**config.mk**
```make
export PLATFORM = sky130hd
export DESIGN_NAME = issue_interlock
export DESIGN_NICKNAME = d
export VERILOG_FILES = /design/src/rtl/ilk_pkg.sv /design/src/rtl/ilk_countdown.sv /design/src/rtl/ilk_hazard.sv /design/src/rtl/ilk_slot.sv /design/src/rtl/issue_interlock.sv
export SDC_FILE = /design/constraint.sdc
export NUM_CORES = 1
export LEC_CHECK = 0
export BUFFER_PORTS_ARGS = -buffer_cell sky130_fd_sc_hd__buf_4
export CORE_MARGIN = 3
export CORE_UTILIZATION = 56
export DETAILED_ROUTE_END_ITERATION = 10
export HOLD_SLACK_MARGIN = 0.03
export MAX_ROUTING_LAYER = met4
export PLACE_DENSITY = 0.86
export SYNTH_ARGS = -nofsm -noshare
export SYNTH_HDL_FRONTEND = slang
export SYNTH_SLANG_ARGS = --single-unit
export TNS_END_PERCENT = 1
```
**constraint.sdc**
```tcl
create_clock -name clk -period 4.7 [get_ports clk]
set_clock_uncertainty 0.15 [all_clocks]
set_input_delay 0.47 -clock clk [delete_from_list [all_inputs] [get_ports clk]]
set_output_delay 0.47 -clock clk [all_outputs]
set_load 0.02 [all_outputs]
```
**src/rtl/ilk_pkg.sv**
```systemverilog
package ilk_pkg;
  typedef enum logic [1:0] {
    CL_FPALU = 2'd0,
    CL_LOAD  = 2'd1,
    CL_STORE = 2'd2,
    CL_INT   = 2'd3
  } op_class_e;

  typedef enum logic [1:0] {
    SL_IDLE   = 2'd0,
    SL_ISSUE  = 2'd1,
    SL_BUBBLE = 2'd2,
    SL_NOP    = 2'd3
  } slot_kind_e;
endpackage

```
**src/rtl/ilk_countdown.sv**
```systemverilog
module ilk_countdown
  import ilk_pkg::*;
#(
  parameter int NREG    = 32,
  parameter int AW      = 5,
  parameter int CW      = 2,
  parameter int LAT_FP  = 3,
  parameter int LAT_LD  = 1,
  parameter int LAT_INT = 0
) (
  input  logic                clk,
  input  logic                rst_n,
  input  logic                flush,
  input  logic                wr_en,
  input  logic [AW-1:0]       wr_idx,
  input  logic [1:0]          wr_cls,
  output logic [NREG*CW-1:0]  cnt_flat
);
  logic [CW-1:0] wr_lat;
  logic [CW-1:0] cnt_q [NREG];

  always_comb begin
    case (op_class_e'(wr_cls))
      CL_FPALU: wr_lat = CW'(LAT_FP);
      CL_LOAD:  wr_lat = CW'(LAT_LD);
      default:  wr_lat = CW'(LAT_INT);
    endcase
  end

  for (genvar g = 0; g < NREG; g++) begin : g_reg
    logic [CW-1:0] cnt_d;
    logic          hit;
    logic          cnt_en;

    assign hit = wr_en && (wr_idx == AW'(g));

    always_comb begin
      cnt_en = flush || hit || (cnt_q[g] != '0);
      if (flush)        cnt_d = '0;
      else if (hit)     cnt_d = wr_lat;
      else if (cnt_q[g] != '0) cnt_d = cnt_q[g] - CW'(1);
      else              cnt_d = cnt_q[g];
    end

    always_ff @(posedge clk or negedge rst_n) begin
      if (!rst_n)      cnt_q[g] <= '0;
      else if (cnt_en) cnt_q[g] <= cnt_d;
    end

    assign cnt_flat[g*CW +: CW] = cnt_q[g];


    cnt_falls_chk: assert property (@(posedge clk) disable iff (!rst_n)
      (!flush && !hit && cnt_q[g] != '0) |=> (cnt_q[g] == $past(cnt_q[g]) - CW'(1)));
  end


  newest_write_chk: assert property (@(posedge clk) disable iff (!rst_n)
    (wr_en && !flush) |=> (cnt_q[$past(wr_idx)] == $past(wr_lat)));


  flush_clear_chk: assert property (@(posedge clk) disable iff (!rst_n)
    flush |=> (cnt_flat == '0));
endmodule

```
**src/rtl/ilk_hazard.sv**
```systemverilog
module ilk_hazard
  import ilk_pkg::*;
#(
  parameter int NREG     = 32,
  parameter int AW       = 5,
  parameter int CW       = 2,
  parameter int ST_SLACK = 1
) (
  input  logic [NREG*CW-1:0] cnt_flat,
  input  logic [1:0]         cls,
  input  logic [AW-1:0]      src1,
  input  logic [AW-1:0]      src2,
  output logic               hazard
);
  localparam logic [CW-1:0] SLACK = CW'(ST_SLACK);

  logic [CW-1:0] c1, c2;
  logic          use2;
  logic [CW-1:0] allow2;

  assign c1 = cnt_flat[src1*CW +: CW];
  assign c2 = cnt_flat[src2*CW +: CW];

  always_comb begin
    use2   = (op_class_e'(cls) != CL_LOAD);
    allow2 = (op_class_e'(cls) == CL_STORE) ? SLACK : '0;
    hazard = (c1 != '0) || (use2 && (c2 > allow2));
  end
endmodule

```
**src/rtl/ilk_slot.sv**
```systemverilog
module ilk_slot
  import ilk_pkg::*;
(
  input  logic       clk,
  input  logic       rst_n,
  input  logic       flush,
  input  logic       dec_valid,
  input  logic       dec_branch,
  input  logic       hazard,
  output logic [1:0] kind
);
  slot_kind_e k;
  logic       pend_q, pend_d, pend_en;

  always_comb begin
    if (flush)          k = SL_IDLE;
    else if (dec_valid) k = hazard ? SL_BUBBLE : SL_ISSUE;
    else if (pend_q)    k = SL_NOP;
    else                k = SL_IDLE;
  end

  always_comb begin
    pend_en = flush || (k == SL_ISSUE) || (k == SL_NOP);
    if (flush)              pend_d = 1'b0;
    else if (k == SL_ISSUE) pend_d = dec_branch;
    else                    pend_d = 1'b0;
  end

  always_ff @(posedge clk or negedge rst_n) begin
    if (!rst_n)       pend_q <= 1'b0;
    else if (pend_en) pend_q <= pend_d;
  end

  assign kind = k;


  single_nop_chk: assert property (@(posedge clk) disable iff (!rst_n)
    (k == SL_NOP) |=> (k != SL_NOP));
endmodule

```
**src/rtl/issue_interlock.sv**
```systemverilog
module issue_interlock
  import ilk_pkg::*;
#(
  parameter int NREG     = 32,
  parameter int LAT_FP   = 3,
  parameter int LAT_LD   = 1,
  parameter int LAT_INT  = 0,
  parameter int ST_SLACK = 1
) (
  input  logic                     clk,
  input  logic                     rst_n,
  input  logic                     flush,
  input  logic                     dec_valid,
  input  logic [1:0]               dec_class,
  input  logic                     dec_branch,
  input  logic [$clog2(NREG)-1:0]  dec_dst,
  input  logic [$clog2(NREG)-1:0]  dec_src1,
  input  logic [$clog2(NREG)-1:0]  dec_src2,
  output logic                     stall,
  output logic [1:0]               out_kind,
  output logic [1:0]               issue_class,
  output logic [$clog2(NREG)-1:0]  issue_dst,
  output logic                     issue_branch
);
  localparam int AW     = $clog2(NREG);
  localparam int MAXLAT = (LAT_FP > LAT_LD) ? ((LAT_FP > LAT_INT) ? LAT_FP : LAT_INT)
                                            : ((LAT_LD > LAT_INT) ? LAT_LD : LAT_INT);
  localparam int CW     = (MAXLAT < 1) ? 1 : $clog2(MAXLAT + 1);

  logic [1:0]          sync_q;
  logic                rst_i_n;
  logic [NREG*CW-1:0]  cnt_flat;
  logic                hazard;
  logic [1:0]          kind;
  logic                issuing;
  logic                writes;

  always_ff @(posedge clk or negedge rst_n) begin
    if (!rst_n) sync_q <= 2'b00;
    else        sync_q <= {sync_q[0], 1'b1};
  end
  assign rst_i_n = sync_q[1];

  ilk_hazard #(.NREG(NREG), .AW(AW), .CW(CW), .ST_SLACK(ST_SLACK)) u_haz (
    .cnt_flat (cnt_flat),
    .cls      (dec_class),
    .src1     (dec_src1),
    .src2     (dec_src2),
    .hazard   (hazard)
  );

  ilk_slot u_slot (
    .clk        (clk),
    .rst_n      (rst_i_n),
    .flush      (flush),
    .dec_valid  (dec_valid),
    .dec_branch (dec_branch),
    .hazard     (hazard),
    .kind       (kind)
  );

  assign issuing = (slot_kind_e'(kind) == SL_ISSUE);
  assign writes  = !dec_branch && (op_class_e'(dec_class) != CL_STORE);

  ilk_countdown #(
    .NREG(NREG), .AW(AW), .CW(CW),
    .LAT_FP(LAT_FP), .LAT_LD(LAT_LD), .LAT_INT(LAT_INT)
  ) u_cnt (
    .clk      (clk),
    .rst_n    (rst_i_n),
    .flush    (flush),
    .wr_en    (issuing && writes),
    .wr_idx   (dec_dst),
    .wr_cls   (dec_class),
    .cnt_flat (cnt_flat)
  );

  assign stall        = dec_valid && !flush && hazard;
  assign out_kind     = kind;
  assign issue_class  = issuing ? dec_class : 2'd0;
  assign issue_dst    = issuing ? dec_dst : '0;
  assign issue_branch = issuing && dec_branch;


  stall_bubble_chk: assert property (@(posedge clk) disable iff (!rst_i_n)
    stall |-> (slot_kind_e'(out_kind) == SL_BUBBLE));


  slot_executes_chk: assert property (@(posedge clk) disable iff (!rst_i_n)
    (issuing && dec_branch && !flush) |=> (flush || slot_kind_e'(out_kind) != SL_IDLE));


  flush_idle_chk: assert property (@(posedge clk) disable iff (!rst_i_n)
    flush |-> (slot_kind_e'(out_kind) == SL_IDLE && !stall));
endmodule

```
Word-level counts from Yosys, hierarchy flattened
Index checks and enable logic that the tools add are counted.
W data, S select, Z words.

operators by class
  equal/unequal tests = 37
  $lt $le $gt $ge = 1
  add/sub/neg operators = 32
  reduce and logical (&&, ||, !) cells = 206
  mux-type cells = 106
  shifts and indexed selects = 2

operators by type and width
  operator               number
  $mux W2                101
  $shiftx A64 B7 Y2      2
  $reduce_bool A3 Y1     32
  $eq A5 B5 Y1 const B   16
  $logic_or A1 B1 Y1     67
  $reduce_bool A2 Y1     33
  $reduce_and A2 Y1      32
  $sub A2 B1 Y2 const B  32
  $eq A5 B4 Y1 const B   8
  $logic_and A1 B1 Y1    38
  $eq A5 B3 Y1 const B   4
  $eq A5 B2 Y1 const B   2
  $eq A5 B1 Y1 const B   1
  $logic_not A5 Y1       1
  $mux W5                1
  $eq A2 B1 Y1 const B   2
  $eq A2 B2 Y1 const B   2
  $pmux W2 S2            1
  $mux W1                3
  $gt A2 B2 Y1           1
  $logic_not A1 Y1       2
  $logic_not A2 Y1       1
  $ne A2 B1 Y1 const B   1
  $ne A2 B2 Y1 const B   1

word-level totals
  register bits = 67
  word-level logic and storage cells = 418

Longest topological paths before layout
  depth in word-level cells = 14
  mapped depth = 13
  mapped depth without buffers = 10

Hierarchy
A second synthesis with hierarchy kept.

unflattened totals
  cells, all modules = 555
  area total of the unflattened synthesis = 5,367.6 µm²

by module, submodules not included
  module           sequential area each (µm²)  cells each  area an instance (µm²)  instances
  ilk_countdown    1,601.5                     413         4,174.0                 1
  ilk_hazard       0.0                         119         965.9                   1
  issue_interlock  50.0                        16          155.1                   1
  ilk_slot         25.0                        7           72.6                    1

Worst setup path before layout
Ideal clock, no wire load.

  kind = input port to output port
  from = in dec_src2[0]
  to = out out_kind[1]
  data required time = 4.080 ns
  arrival time = 3.764 ns
  path slack = 0.316 ns
  cell stages on the path = 12
  path buffers = 3
  cell sequence = buf_6 buf_2 mux4_2 mux4_2 mux2i_1 ha_1 or2_2 a21oi_1 o32ai_4 buf_2 and3_1 a211oi_1

on the way
  longest elaborated chain between the ends = 7

RTL lines
  what                  RTL line               RTL
  from (decl)           issue_interlock.sv:18  input logic [$clog2(NREG)-1:0] dec_src2,
  $shiftx A64 B7 Y2     ilk_hazard.sv:22       assign c2 = cnt_flat[src2*CW +: CW];
  $gt A2 B2 Y1          ilk_hazard.sv:27       hazard = (c1 != '0) || (use2 && (c2 > allow2));
  $logic_and A1 B1 Y1   ilk_hazard.sv:27
  $logic_or A1 B1 Y1    ilk_hazard.sv:27
  $mux W2 (2 in a row)  ilk_slot.sv:17         else if (dec_valid) k = hazard ? SL_BUBBLE : SL_ISSUE;
  $mux W2               ilk_slot.sv:16         if (flush) k = SL_IDLE;
  to (decl)             issue_interlock.sv:20  output logic [1:0] out_kind,

Every way passes these cells.

Worst setup path after layout
  from = in dec_src2[0]
  to = out out_kind[0]

The elaborated chain is that of the path after synthesis.

==> summary.txt <==
Layout
  • Final Cell Area: 5969 um^2
  • NumNets Final: 690
  • Ant diodes: 0
  • Fin cells: 769
  • Area grow syn2layout: 9.402%
  • Filler Cells Inserted: 763
  • Reg area: 1678 um^2
  • Area of the multi-input gates: 3382 um^2
  • Share of cells above drive strength 1: 22.03%

Place
  • Port bufs: 32
  • DP HPWL: 9858 um
  • Gp weighted congestion: 1.023
  • Placed instance area: 5743 um^2
  • Cell count after placement: 752

Global routing
  • Largest net degree at the start of global routing: 71
  • Grt ovf: 0
  • Total GRT Usage: 27.18%
  • Vias in the first global route: 4868
  • First-pass GRT wire length: 23450 um
  • Initial antenna violation count: 0

Worst hold path
  • Min-Delay Startpoint: sync_q[0]
  • Worst hold stages: 0
  • HP Class: reg -> reg

Synth
  • Avg Inst Size Synth: 8.801 um^2
  • Syn Std Cell Area: 5456 um^2
  • Seq/Total Area, Yosys: 30.73%
  • Ys flop type: dfrtp_1
  • Post-synth EDFFs: 0
  • Flops & latches, synth: 67
  • Post-synthesis instance total: 620
  • Unique masters post-synth: 47
  • Syn Nets: 675
  • Async S/R FF share, synth: 100.0%
  • Synth warn: 0

Clocking
  • Clock root buffer master: clkbuf_8
  • Clk sinks: 67
  • CTS H-Tree Depth: 3
  • Clock-pin slew on the worst setup and hold paths: 80 ps
  • Clk Latency, worst-skew pair: 360 ps
  • Post-CTS setup buffers: 0
  • CTS Buf Count: 9
  • Longest Clk Path Bufs: 2
  • CTS tree: built

Status
  • Status: complete, no violations

Worst setup path
  • Cell chain of the critical path: buf_4 -> mux4_2 -> mux4_2 -> mux2i_1 -> ha_1 -> or2_2 -> a21oi_1 -> o32ai_4 -> and4_1 -> or2_2 -> buf_4
  • CP Data Arrival Time: 3600 ps
  • Worst path max stage delay: 540 ps
  • Startpoint Class: input port
  • Worst r2r path cells: 11
  • Required time worst endpoint: 4080 ps
  • CP Capture Type: output pin
  • WS Path Type: in -> out
  • Crit-path max FO: 17
  • Reg-to-Reg Start: u_cnt.cnt_flat[30]
  • Crit path from: dec_src2[0]
  • CP max stage cell: mux4_2

Timing
  • Final Max Tran Viols: 0
  • Slew margin rel.: 16.98%
  • Worst Max-Slew Pin Slew: 1228 ps
  • RSZ-0062 raised after global routing: no
  • Min Tclk post-route: 4223 ps
  • Final hold vios: 0
  • Final Setup Violations: 0
  • Hold Slack: 210.3 ps
  • Fmax: 236.8 MHz
  • Setup TNS: 0 ps
  • Fin crit share: 89.85%

Floorplanning
  • Placeable Area: 9371 um^2
  • Cell Rows: 35
  • I/O Pins: 33
  • Initial Utilization: 58.22%
  • Chip height: 104.7 um
  • Die Wd: 104.7 um
  • Die area: 10960 um^2

Detailed routing
  • Drt pass-1 iters: 6
  • Vias: 4761
  • Drt via density: 6.191
  • Routed wl met3: 1220 um
  • Residual DRC: 0
  • Final WL: 13990 um
  • Top Metal Used: met4
  • Routed wl met2: 6943 um
  • Wirelength per Cell: 18.19 um
  • Post-Route M1 WL: 5189 um
  • Routed Antenna Nets: 0
  • Initial DRC count: 399

Pwr
  • Pwr per Cell Area: 486.2 nW/um^2
  • Max IR drop VDD: 0.2625 mV
  • Pleak: 2.690 nW

Run
  • Max Cap Viol: 0
[cells in the final DEF, fill, tap and decap left out, types with 3 or more instances in the layout]
master,count
nor2_1,145
inv_1,67
dfrtp_1,66
mux2_2,64
buf_4,36
a21oi_1,34
ha_1,33
xor2_1,32
nand3_1,32
mux4_2,19
nor3_1,15
clkbuf_8,13
and2_1,10
nand2b_1,7
nand2_1,5
a211oi_1,5
mux2i_1,4
nor2b_1,4
and3_1,4
nor3b_1,3
or2_2,3
o311ai_0,3
o21bai_1,3
nor4_1,3
[layout make-up]
cell class	instances	share of cell area (%)
Inverter	67	4.213
Sequential cell	67	28.11
Clock buffer	15	3.123
Tap cell	129	2.704
Multi-Input combinational cell	453	56.65
Clock inverter	1	0.5030
Timing Repair Buffer	37	4.695
[cells in the mapped netlist, drive strengths merged, types with 2 or more instances]
library cell	n	area (um^2)
nor2	145	544.3
dfrtp	67	1677
inv	67	251.5
mux2	66	743.2
a21oi	34	170.2
ha	33	412.9
nand3	33	170.2
xor2	32	280.3
mux4	19	427.9
clkbuf	18	67.56
nor3	16	80.08
buf	15	83.83
and2	10	62.56
nand2b	7	43.79
a211oi	5	37.54
nand2	5	18.77
and3	4	25.02
mux2i	4	40.04
nor2b	4	25.02
nor3b	3	22.52
nor4	3	18.77
o21bai	3	22.52
o311ai	3	26.28
or2	3	18.77
o31ai	2	15.01
o32ai	2	36.29
o41ai	2	17.52
[critical path: cells and delay by family]
family / cells / cell delay [ps]
AOI/OAI and AO/OA: 2 / 350
adders and majority gates: 1 / 250
buffers and inverters: 2 / 430
and+or+nand+nor: 3 / 870
muxes: 3 / 1210
[flip-flops by register name (all words and copies together) (netlist names)]
register / cells
sync_q: 2
u_cnt.cnt_flat: 64
u_slot.pend_q: 1
[repair_timing]
item	4_1_cts	5_1_grt
resized for setup	0	0
hold buffers	1	0
endpoints found under the hold margin	2	0
[layer usage]
metal  global-route usage (%)  vias to the layer above
met3                    5.374                       77
met4                    12.93                        0
met5                        -                        -
met2                    46.08                      268
met1                    30.99                     2279
li1                         -                     2137
[cells by family after synthesis]
| kind of cell | after synthesis | synth area share, % |
|---|---|---|
| buf+inv | 100 | 7.384 |
| flops | 67 | 30.73 |
| mux | 89 | 22.20 |
| compound gates | 61 | 7.453 |
| simple gates | 237 | 19.47 |
| fa+ha+maj | 33 | 7.567 |
| xor+xnor | 32 | 5.136 |
| other cells | 1 | 0.06873 |
[per-stage QoR]
step	setup WS, ps	util (%)	total power [mW]
floorplan	315.8	-	2.026
global placement	531.5	61.28	2.220
finish	477.0	63.70	2.902
CTS	475.1	63.70	2.892
detailed placement	492.3	61.28	2.345
global route	270.6	63.70	3.138
[final timing paths]
path,slack (ps),endpoint
max in group asynchronous,3520,u_cnt.cnt_flat[4]
setup / recovery,480,out_kind[0]
min in group asynchronous,270,sync_q[1]
hold / removal,210,sync_q[1]
hold reg to reg,210,sync_q[1]
setup reg to reg,1110,u_cnt.cnt_flat[12]
[where the power goes]
part	internal [mW]	switching (mW)
clock network	0.304	0.230
logic	0.683	0.723
registers	0.746	0.216
Note: power is estimated with default switching activity, not from simulation.
